`src/rtl/fdiv_pkg.sv`:
```
package fdiv_pkg;
  // Bits needed to hold values 0 .. v-1, never less than one.
  function automatic int unsigned bits_for(input int unsigned v);
    return (v < 2) ? 1 : $clog2(v);
  endfunction
endpackage

```
`src/rtl/frac_rem_acc.sv`:
```
module frac_rem_acc #(
  parameter int unsigned FRAC_NUM = 2,
  parameter int unsigned FRAC_DEN = 3
) (
  input  logic clk,
  input  logic rst,
  input  logic step,
  output logic extra
);
  localparam int unsigned RW = fdiv_pkg::bits_for(FRAC_DEN);
  localparam logic [RW-1:0] NUM_V  = RW'(FRAC_NUM);
  localparam logic [RW-1:0] DEN_V  = RW'(FRAC_DEN);
  localparam logic [RW-1:0] COMP_V = RW'(FRAC_DEN - FRAC_NUM);

  logic [RW-1:0] rem;

  // The complement of the fraction is added on every step. A wrap means
  // the half-period is short; no wrap means it gets the extra cycle.
  assign extra = (rem < NUM_V);

  always_ff @(posedge clk) begin
    if (rst) begin
      rem <= '0;
    end else if (step) begin
      if (rem < NUM_V) rem <= rem + COMP_V;
      else             rem <= rem - NUM_V;
    end
  end

  p_rem_range_r3: assert property (@(posedge clk) disable iff (rst)
    rem < DEN_V);

  p_rem_hold_r6: assert property (@(posedge clk) disable iff (rst)
    !step |=> $stable(rem));
endmodule

```
`src/rtl/frac_half_timer.sv`:
```
module frac_half_timer #(
  parameter int unsigned HALF_WHOLE = 16
) (
  input  logic clk,
  input  logic rst,
  input  logic en,
  input  logic extra,
  output logic done
);
  localparam int unsigned CW = fdiv_pkg::bits_for(HALF_WHOLE + 1);
  localparam logic [CW-1:0] LAST_LONG  = CW'(HALF_WHOLE);
  localparam logic [CW-1:0] LAST_SHORT = CW'(HALF_WHOLE - 1);

  logic [CW-1:0] cnt;
  logic [CW-1:0] last;

  assign last = extra ? LAST_LONG : LAST_SHORT;
  assign done = en && (cnt == last);

  always_ff @(posedge clk) begin
    if (rst)       cnt <= '0;
    else if (done) cnt <= '0;
    else if (en)   cnt <= cnt + 1'b1;
  end

  p_cnt_bound_r2: assert property (@(posedge clk) disable iff (rst)
    cnt <= LAST_LONG);

  p_cnt_hold_r6: assert property (@(posedge clk) disable iff (rst)
    !en |=> $stable(cnt));
endmodule

```
`src/rtl/frac_clk_div.sv`:
```
module frac_clk_div #(
  parameter int unsigned HALF_WHOLE = 16,
  parameter int unsigned FRAC_NUM   = 2,
  parameter int unsigned FRAC_DEN   = 3
) (
  input  logic clk_ref,
  input  logic rst,
  input  logic en,
  output logic clk_div,
  output logic edge_stb
);
  logic extra;
  logic done;

  frac_rem_acc #(
    .FRAC_NUM (FRAC_NUM),
    .FRAC_DEN (FRAC_DEN)
  ) i_rem (
    .clk   (clk_ref),
    .rst   (rst),
    .step  (done),
    .extra (extra)
  );

  frac_half_timer #(
    .HALF_WHOLE (HALF_WHOLE)
  ) i_timer (
    .clk   (clk_ref),
    .rst   (rst),
    .en    (en),
    .extra (extra),
    .done  (done)
  );

  always_ff @(posedge clk_ref) begin
    if (rst) begin
      clk_div  <= 1'b0;
      edge_stb <= 1'b0;
    end else begin
      edge_stb <= done;
      if (done) clk_div <= ~clk_div;
    end
  end

  p_stb_edge_r5: assert property (@(posedge clk_ref) disable iff (rst)
    edge_stb |-> (clk_div != $past(clk_div)));

  p_quiet_still_r5: assert property (@(posedge clk_ref) disable iff (rst)
    !edge_stb |-> (clk_div == $past(clk_div)));

  p_idle_no_stb_r6: assert property (@(posedge clk_ref) disable iff (rst)
    !en |=> !edge_stb);

  p_reset_low_r1: assert property (@(posedge clk_ref)
    $past(rst) |-> (!clk_div && !edge_stb));
endmodule

```
`config.mk`:
```
export PLATFORM = sky130hd
export DESIGN_NAME = frac_clk_div
export DESIGN_NICKNAME = d
export VERILOG_FILES = /design/src/rtl/fdiv_pkg.sv /design/src/rtl/frac_rem_acc.sv /design/src/rtl/frac_half_timer.sv /design/src/rtl/frac_clk_div.sv
export SDC_FILE = /design/constraint.sdc
export NUM_CORES = 1
export LEC_CHECK = 0
export ABC_AREA = 1
export BUFFER_PORTS_ARGS = -buffer_cell sky130_fd_sc_hd__buf_2
export CAP_MARGIN = 20
export CORE_AREA = 2 2 39 41
export CTS_CLUSTER_SIZE = 30
export DETAILED_ROUTE_END_ITERATION = 8
export DIE_AREA = 0 0 41 43
export PLACE_DENSITY_LB_ADDON = 0.2
export SKIP_LAST_GASP = 1
export SLEW_MARGIN = 20
export SYNTH_ARGS = -nofsm -noshare
export SYNTH_HDL_FRONTEND = slang
export SYNTH_SLANG_ARGS = --single-unit
```
`constraint.sdc`:
```
create_clock -name clk_ref -period 1.4 [get_ports clk_ref]
set_input_delay 0.07 -clock clk_ref [delete_from_list [all_inputs] [get_ports clk_ref]]
set_output_delay 0.07 -clock clk_ref [all_outputs]
set_load 0.005 [all_outputs]
```
**Word-level counts from Yosys, hierarchy flattened**

Cells that the tools add are included.

- Bits in registers: 9
- Input bits: 3
- Output and inout port bits: 2

- Add/sub/neg operators: 3
- Magnitude comparators: 1
- Eq/ne operators: 1
- Muxes and demuxes: 2
- Bitwise operators: 1
- Reduce and logical (&&, ||, !) cells: 2

Operator list:

| kind | number |
|---|---|
| 5-bit by 1-bit adder with 5-bit output (second input constant) | 1 |
| 5-bit equality test | 1 |
| 5-bit two-way mux | 1 |
| 2-bit by 1-bit adder with 2-bit output (second input constant) | 1 |
| 2-bit less-than comparator (second input constant) | 1 |
| 2-bit two-way mux | 1 |
| 2-bit OR reduction | 1 |
| 2-bit subtractor (second input constant) | 1 |
| 1-bit logical AND | 1 |
| 1-bit inverter | 1 |

**Longest topological paths before layout**

Gate-level depths: netlist (run 1).

- Word-level depth: 5
- Mapped depth: 8
- Gate-level depth less buffers: 8

**Cells and area by module**

From an unflattened synthesis (run 1), not the netlist that was laid out.

- Cells, all modules: 56
- Area, all modules: 410.4 um^2

Modules (own cells, without submodules):

| module | times used | cells an instance | area each (um^2) | sequential area each (um^2) |
|---|---|---|---|---|
| frac_half_timer | 1 | 36 | 260.2 | 100.1 |
| frac_rem_acc | 1 | 11 | 82.6 | 40.0 |
| frac_clk_div | 1 | 9 | 67.6 | 40.0 |

**Worst setup path before layout (run 1)**

OpenSTA, ideal clock, no wires.

- Path kind: reg2reg
- Start point: register i_timer.cnt[0]
- End point: register i_timer.cnt[4]
- Arrival: 0.875 ns
- Setup slack: 0.410 ns
- Stages on the path, launching flop included: 6
- Buffers on the path: 0
- Period minus slack after synthesis: 0.990 ns
- Cells stage by stage: dfxtp_1 > ha_1 > nand2_1 > nor2_1 > xor2_1 > nor2_1

- Word-level cells in the longest chain between the ends: 3
- Elaborated cells between the ends (all ways): 4
- Classes of those cells: 1 x add/sub; 1 x eq/ne; 2 x reduce/logical

Ends and longest elaborated chain:

| element | RTL line | text |
|---|---|---|
| start: declaration | frac_half_timer.sv:14 | `logic [CW-1:0] cnt;` |
| start signal: assignment | frac_half_timer.sv:23 | `else if (en) cnt <= cnt + 1'b1;` |
| branches (longest 3 deep; another with 5-bit by 1-bit adder with 5-bit output) | - |  |

Parallel ways; which one is timed is not known.
A chain may end at the register's enable or synchronous reset.

**Worst setup path in the final report (run 1)**

- Start point: register i_rem.rem[1]
- End point: register i_timer.cnt[1]

- Word-level cells in the longest chain between the ends: 5

Ends and longest elaborated chain:

| element | RTL line | text |
|---|---|---|
| start: declaration | frac_rem_acc.sv:15 | `logic [RW-1:0] rem;` |
| start signal: assignment | frac_rem_acc.sv:25 | `if (rem < NUM_V) rem <= rem + COMP_V;` |
| start signal: assignment | frac_rem_acc.sv:26 | `else rem <= rem - NUM_V;` |
| 2-bit less-than comparator | frac_rem_acc.sv:19 | `assign extra = (rem < NUM_V);` |
| 5-bit two-way mux | frac_half_timer.sv:17 | `assign last = extra ? LAST_LONG : LAST_SHORT;` |
| 5-bit equality test | frac_half_timer.sv:18 | `assign done = en && (cnt == last);` |
| 1-bit logical AND | frac_half_timer.sv:18 |  |
| 2-bit OR reduction (no line) | - |  |

Every way passes these cells.

==> impl_metrics.py, run 1 <==
metrics = {
    "run_status": {
        "outcome": "finished, final reports clean",
    },
    "layout": {
        "seqCellArea_um2": 180.2,
        "mostFrequentLayoutCells": "11 x nor2_1, 9 x dfxtp_1, 6 x nand2_1, 6 x inv_1, 5 x nand3_1",
        "utilization": 0.3635,
        "mostFrequentLayoutCell": "nor2_1",
        "final.fill_count": 150,
        "postLayoutCellArea_um2": 503.0,
        "antenna_cells": 0,
        "multi_input_area_um2": 212.7,
        "fin_nets": 69,
        "drive_gt1_frac": 0.2813,
        "syn_to_final_growth_pct": 15.85,
        "fin_cells": 80,
    },
    "clock_tree": {
        "htree_levels": 1,
        "clk_latency_ns": 0.25,
        "cts_buffer_depth": 2,
        "root_buffer": "clkbuf_4",
        "clk_pin_slew_ns": 0.06,
        "cts_sinks": 9,
        "numCtsBuffers": 3,
        "cts_tree": "yes",
    },
    "floorplanning": {
        "die_h_um": 43,
        "die-area_um2": 1763,
        "core_area_um2": 1384,
        "rows": 14,
        "die_width_um": 41,
        "boundaryPins": 5,
        "start_util": 0.3137,
    },
    "routing": {
        "drt_iter0_markers": 3,
        "ant_nets": 0,
        "wl_per_cell_um": 8.150,
        "firstDrtPassIters": 2,
        "vias": 354,
        "drt_wl_total_um": 652,
        "route.detailed.drc": 0,
        "vias_per_cell": 4.425,
    },
    "critical_path": {
        "endpoint_kind": "flip-flop",
        "slowest_stage": "dfxtp_1",
        "rrSetupSlack_ns": 0.33,
        "reg2reg_to": "i_timer.cnt[1]",
        "worstReg2RegStart": "i_rem.rem[1]",
        "startpoint_type": "flip-flop",
        "critPathMaxFanout": 5,
        "crit_arrival_ns": 1.21,
        "crit_type": "flip-flop to flip-flop",
        "crit_required_ns": 1.55,
        "cp_slowest_stage_delay_ns": 0.38,
        "worstRegToRegCells": 7,
        "cp_common_cell": "nand2_2",
        "worstPathCellList": "inv_2 -> nor2_1 -> nand3_1 -> nand2_2 -> nand2_2 -> nand2_2 -> nor2_1",
    },
    "worst_hold_path": {
        "whs_endpoint": "i_rem.rem[1]",
        "holdPathStages": 3,
        "hold_class": "input port to flip-flop",
        "worstHoldStart": "en",
    },
    "global_routing": {
        "antenna_found_initial": 0,
        "grt_pass1_wl_um": 1283,
        "grt_pass1_vias": 355,
        "grt_max_degree": 9,
        "grt.overflow.total": 0,
        "grt_usage": 0.1079,
    },
    "timing": {
        "hold_violations": 0,
        "worst_pin_slew_ns": 0.1701,
        "fin_skew_ns": 0.003423,
        "finalSetupViolCount": 0,
        "timing.fmax_mhz": 935.6,
        "worst_slack_ns": 0.3311,
        "maxSlewHeadroom": 0.8866,
        "finalCriticalPeriod_ns": 1.069,
        "finalSetupTns_ns": 0,
        "period_share": 0.7635,
        "rsz0062_at_grt": "no",
        "slew_violations": 0,
    },
    "power": {
        "switching_power_uw": 111.2,
        "power.share.sequential": 0.541,
        "p_comb_frac": 0.065,
        "power_leakage_uw": 0.0002334,
        "p_sw_frac": 0.2243,
        "power_density_nw_per_um2": 985.4,
        "peakVddDrop_v": 0.0005522,
        "pwr-share-clk": 0.394,
        "intPower_uw": 384.5,
    },
    "logic_synthesis": {
        "syn_nets": 60,
        "synth_warnings": 0,
        "synthCells": 56,
        "yosysSeqAreaShare": 0.4150,
        "avgSynthCellArea_um2": 7.753,
        "ys_ff_latch": 9,
        "yosysUniqueCellTypes": 17,
        "syn-cell-area_um2": 434.2,
    },
    "place": {
        "dp.cells": 75,
        "port-buffer-count": 4,
        "pre_cts_ws_ns": 0.3356,
        "dpl-instance-area_um2": 466.7,
        "hpwl_um": 504.2,
        "gp_congestion": 0.7109,
    },
    "job": {
        "max-cap-violations": 0,
    },
}
==> stage by stage <==
step                power (µW)  hold WS (ns)
CTS                      506.5        0.1612
detailed placement       304.3        0.2469
finish                   495.7        0.1689
global route             521.4        0.1887
global placement         303.8        0.2452
floorplan                297.6        0.1324
==> registers in the layout (all words and copies together) (netlist names) <==
signal       flops
edge_stb         1
clk_div          1
i_rem.rem        2
i_timer.cnt      5
==> per-layer routing <==
metal | global-route usage | share of wire | routed length [µm] | up-vias
li1 | - | - | - | 190
met4 | 0.1000 | 0.018 | 12 | 0
met3 | 0.01571 | 0.023 | 15 | 2
met2 | 0.1438 | 0.43 | 279 | 4
met1 | 0.1401 | 0.53 | 345 | 158
met5 | 0 | 0 | 0 | -
==> critical path, delay by kind of cell (launching register included) <==
family	cells	cell delay [ns]
flip-flops	1	0.38
buffers and inverters	1	0.05
AND/OR/NAND/NOR	6	0.52
==> worst max path at each step <==
stage / startpoint / endpoint / slack, ns / cells past startpoint
2_1_floorplan: i_timer.cnt[0] / i_timer.cnt[4] / 0.41 / 5
3_3_place_gp: i_timer.cnt[4] / i_timer.cnt[1] / 0.32 / 7
3_5_place_dp: i_rem.rem[1] / i_timer.cnt[1] / 0.34 / 7
4_1_cts: i_rem.rem[1] / i_timer.cnt[1] / 0.32 / 7
5_1_grt: i_timer.cnt[0] / i_timer.cnt[4] / 0.20 / 5
6_report: i_rem.rem[1] / i_timer.cnt[1] / 0.33 / 7
==> cell families after synthesis <==
logic type                 synth area share
adders and majority gates           0.02881
AOI/OAI and AO/OA                   0.03169
muxes                               0.02306
xor gates and xnor gates            0.06053
buffers and inverters               0.09510
DFF                                  0.4150
and+or+nand+nor                      0.3458
==> synth_stat cells <==
cell type | instances | area share
dfxtp_1 | 9 | 0.41
nor2_1 | 11 | 0.095
inv_1 | 6 | 0.052
buf_4 | 1 | 0.017
o21ai_1 | 1 | 0.012
inv_2 | 2 | 0.017
clkinv_1 | 1 | 0.0086
xor2_1 | 3 | 0.061
nand3_2 | 2 | 0.046
ha_1 | 1 | 0.029
nand2_2 | 4 | 0.058
nand3_1 | 5 | 0.058
nor2_2 | 1 | 0.014
mux2i_1 | 1 | 0.023
nand2_1 | 6 | 0.052
nor3_2 | 1 | 0.023
a21oi_2 | 1 | 0.020
==> final cells by class <==
class                   instances  area share
flip-flops and latches          9      0.3582
repair buffers                  5     0.05970
clock buffers                   4     0.05224
inverters                       9     0.06716
multi-input cells              37      0.4229
well taps                      16     0.03980
==> power by group through the flow <==
stage	clock, µW	sequential [µW]	combinational, µW
floorplan	0	273	25.1
global placement	0	274	30.0
detailed placement	0	274	30.4
CTS	206	268	32.6
global route	215	269	36.8
finish	195	268	32.0
==> timing repair <==
item | 4_1_cts | 5_1_grt
hold buffers | 1 | 0
buffers inserted | 0 | 0
endpoints found under the hold margin | 1 | 0
resized for setup | 0 | 0
Note: power is estimated with default switching activity, not from simulation.
==> run 2: changes to the inputs <==
==> constraint.sdc (replaced) <==
create_clock -name clk_ref -period 0.9 [get_ports clk_ref]
set_input_delay 0.045 -clock clk_ref [delete_from_list [all_inputs] [get_ports clk_ref]]
set_output_delay 0.045 -clock clk_ref [all_outputs]
set_load 0.005 [all_outputs]
==> impl_metrics.py, run 2 (synthesized netlist as in run 1, its figures left out) <==
metrics = {
    "run_status": {
        "violations": "negative setup slack",
        "outcome": "complete, but fails checks",
    },
    "layout": {
        "mostFrequentLayoutCells": "8 x buf_4, 7 x nor2_1, 5 x nand2_2, 5 x nand3_2, 5 x inv_1",
        "largest_register": "i_timer.cnt",
        "largest_reg_flops": 5,
        "fin_nets": 78,
        "antenna_cells": 0,
        "mostFrequentLayoutCell": "buf_4",
        "syn_to_final_growth_pct": 55.33,
        "multi_input_area_um2": 300.3,
        "drive_gt1_frac": 0.6575,
        "final.fill_count": 139,
        "seqCellArea_um2": 192.7,
        "top_regs": "i_timer.cnt: 5 flops, i_rem.rem: 2 flops",
    },
    "routing": {
        "route.detailed.drc": 0,
        "drt_wl_total_um": 930,
        "firstDrtPassIters": 2,
        "drt_iter0_markers": 2,
        "wl_per_cell_um": 10.45,
        "vias_per_cell": 4.393,
        "ant_nets": 0,
        "vias": 391,
    },
    "clock_tree": {
        "numCtsBuffers": 3,
        "clk_pin_slew_ns": 0.06,
        "cts_sinks": 9,
        "cts_setup_buffers": 0,
        "cts_tree": "yes",
        "root_buffer": "clkbuf_4",
        "clk_latency_ns": 0.26,
        "cts_buffer_depth": 2,
        "htree_levels": 1,
    },
    "timing": {
        "maxSlewHeadroom": 0.8423,
        "finalCriticalPeriod_ns": 1.010,
        "timing.fmax_mhz": 989.9,
        "worst_pin_slew_ns": 0.2366,
        "worst_slack_ns": -0.1102,
        "slew_violations": 0,
        "period_share": 1.122,
        "fin_skew_ns": 0.002427,
        "finalSetupViolCount": 9,
        "rsz0062_at_grt": "yes",
        "fin_hold_ws_ns": 0.1520,
        "hold_violations": 0,
    },
    "power": {
        "p_comb_frac": 0.107,
        "power.share.sequential": 0.514,
        "power_density_nw_per_um2": 1228,
        "power_leakage_uw": 0.0003042,
        "p_sw_frac": 0.2483,
        "peakVddDrop_v": 0.0006245,
        "switching_power_uw": 205.6,
        "pwr-share-clk": 0.379,
        "intPower_uw": 622.3,
    },
    "global_routing": {
        "grt_max_degree": 9,
        "grt.overflow.total": 0,
        "grt_pass1_wl_um": 1462,
        "grt_usage": 0.1284,
        "antenna_found_initial": 0,
        "grt_pass1_vias": 378,
    },
    "critical_path": {
        "crit_type": "flip-flop to flip-flop",
        "slowest_stage": "dfxtp_4",
        "startpoint_type": "flip-flop",
        "path_delay_family": "simple AND/OR/NAND/NOR gates",
        "cp_common_cell": "nand2_4",
        "crit_arrival_ns": 1.16,
        "crit_required_ns": 1.05,
        "worstPathCellList": "nand2_2 -> inv_2 -> nand3_2 -> nand2_4 -> nand2_4 -> nand2_4 -> nor2_1",
        "cp_num_buf_inv": 1,
        "endpoint_kind": "flip-flop",
        "cp_slowest_stage_delay_ns": 0.40,
        "critPathMaxFanout": 5,
    },
    "floorplanning": {
        "start_util": 0.3137,
        "die_h_um": 43,
        "core_area_um2": 1384,
        "die-area_um2": 1763,
        "boundaryPins": 5,
        "die_width_um": 41,
        "rows": 14,
    },
    "worst_hold_path": {
        "hold_class": "input port to flip-flop",
    },
    "place": {
        "hpwl_um": 594,
        "pre_cts_ws_ns": -0.1436,
        "port-buffer-count": 4,
        "gp_congestion": 0.7408,
    },
    "job": {
        "max-cap-violations": 0,
    },
}
[run 2: stage by stage]
stage	total power, µW	setup TNS (ns)	cell area, µm²	std cells	util
final	827.9	-0.8295	674.4	89	0.4873
after global routing	871.6	-1.401	674.4	89	0.4873
after CTS	818.2	-0.6539	643.1	89	0.4647
after detailed placement	492.2	-0.8696	548.0	84	0.3960
after global placement	490.7	-0.8116	548.0	84	0.3960
after floorplan	466.4	-0.1933	447.9	56	-
[run 2: worst min-delay path, cell delays in order]
cell     delay (ns)
buf_2          0.09
inv_1          0.11
nand2_2        0.09
nor2_2         0.03
[run 2: area by class of cell]
| type | count | area share |
|---|---|---|
| clock buffers | 4 | 0.03896 |
| inverters | 9 | 0.05009 |
| multi-input cells | 37 | 0.4453 |
| flip-flops and latches | 9 | 0.2857 |
| well taps | 16 | 0.02968 |
| repair buffers | 14 | 0.1503 |
[run 2: repair_timing]
action / in CTS / in global routing
pin swaps: 7 / 6
resized for setup: 14 / 9
setup endpoints to repair: 9 / 9
hold endpoints to repair: 1 / 0
hold buffers: 1 / 0
[run 2: final timing paths]
check                      start             end  slack [ns]  cells past startpoint
hold reg to reg          clk_div         clk_div        0.49                      1
setup reg to reg  i_timer.cnt[0]  i_timer.cnt[1]       -0.11                      7
setup / recovery  i_timer.cnt[0]  i_timer.cnt[1]       -0.11                      7
hold / removal               rst    i_rem.rem[0]        0.15                      4
[run 2: metal layers]
layer | vias up | track usage | part of all wire
li1 | 205 | - | -
met1 | 176 | 0.1612 | 0.44
met2 | 6 | 0.1781 | 0.52
met3 | 4 | 0.03141 | 0.018
met4 | 0 | 0.1000 | 0.025
met5 | - | 0 | 0
[run 2: power by group through the flow]
stage / sequential (µW) / clock [µW] / combinational (µW)
4_1_cts: 420 / 320 / 78.4
3_5_place_dp: 426 / 0 / 65.9
6_report: 425 / 314 / 88.5
3_3_place_gp: 426 / 0 / 64.4
2_1_floorplan: 426 / 0 / 40.5
5_1_grt: 427 / 346 / 97.8
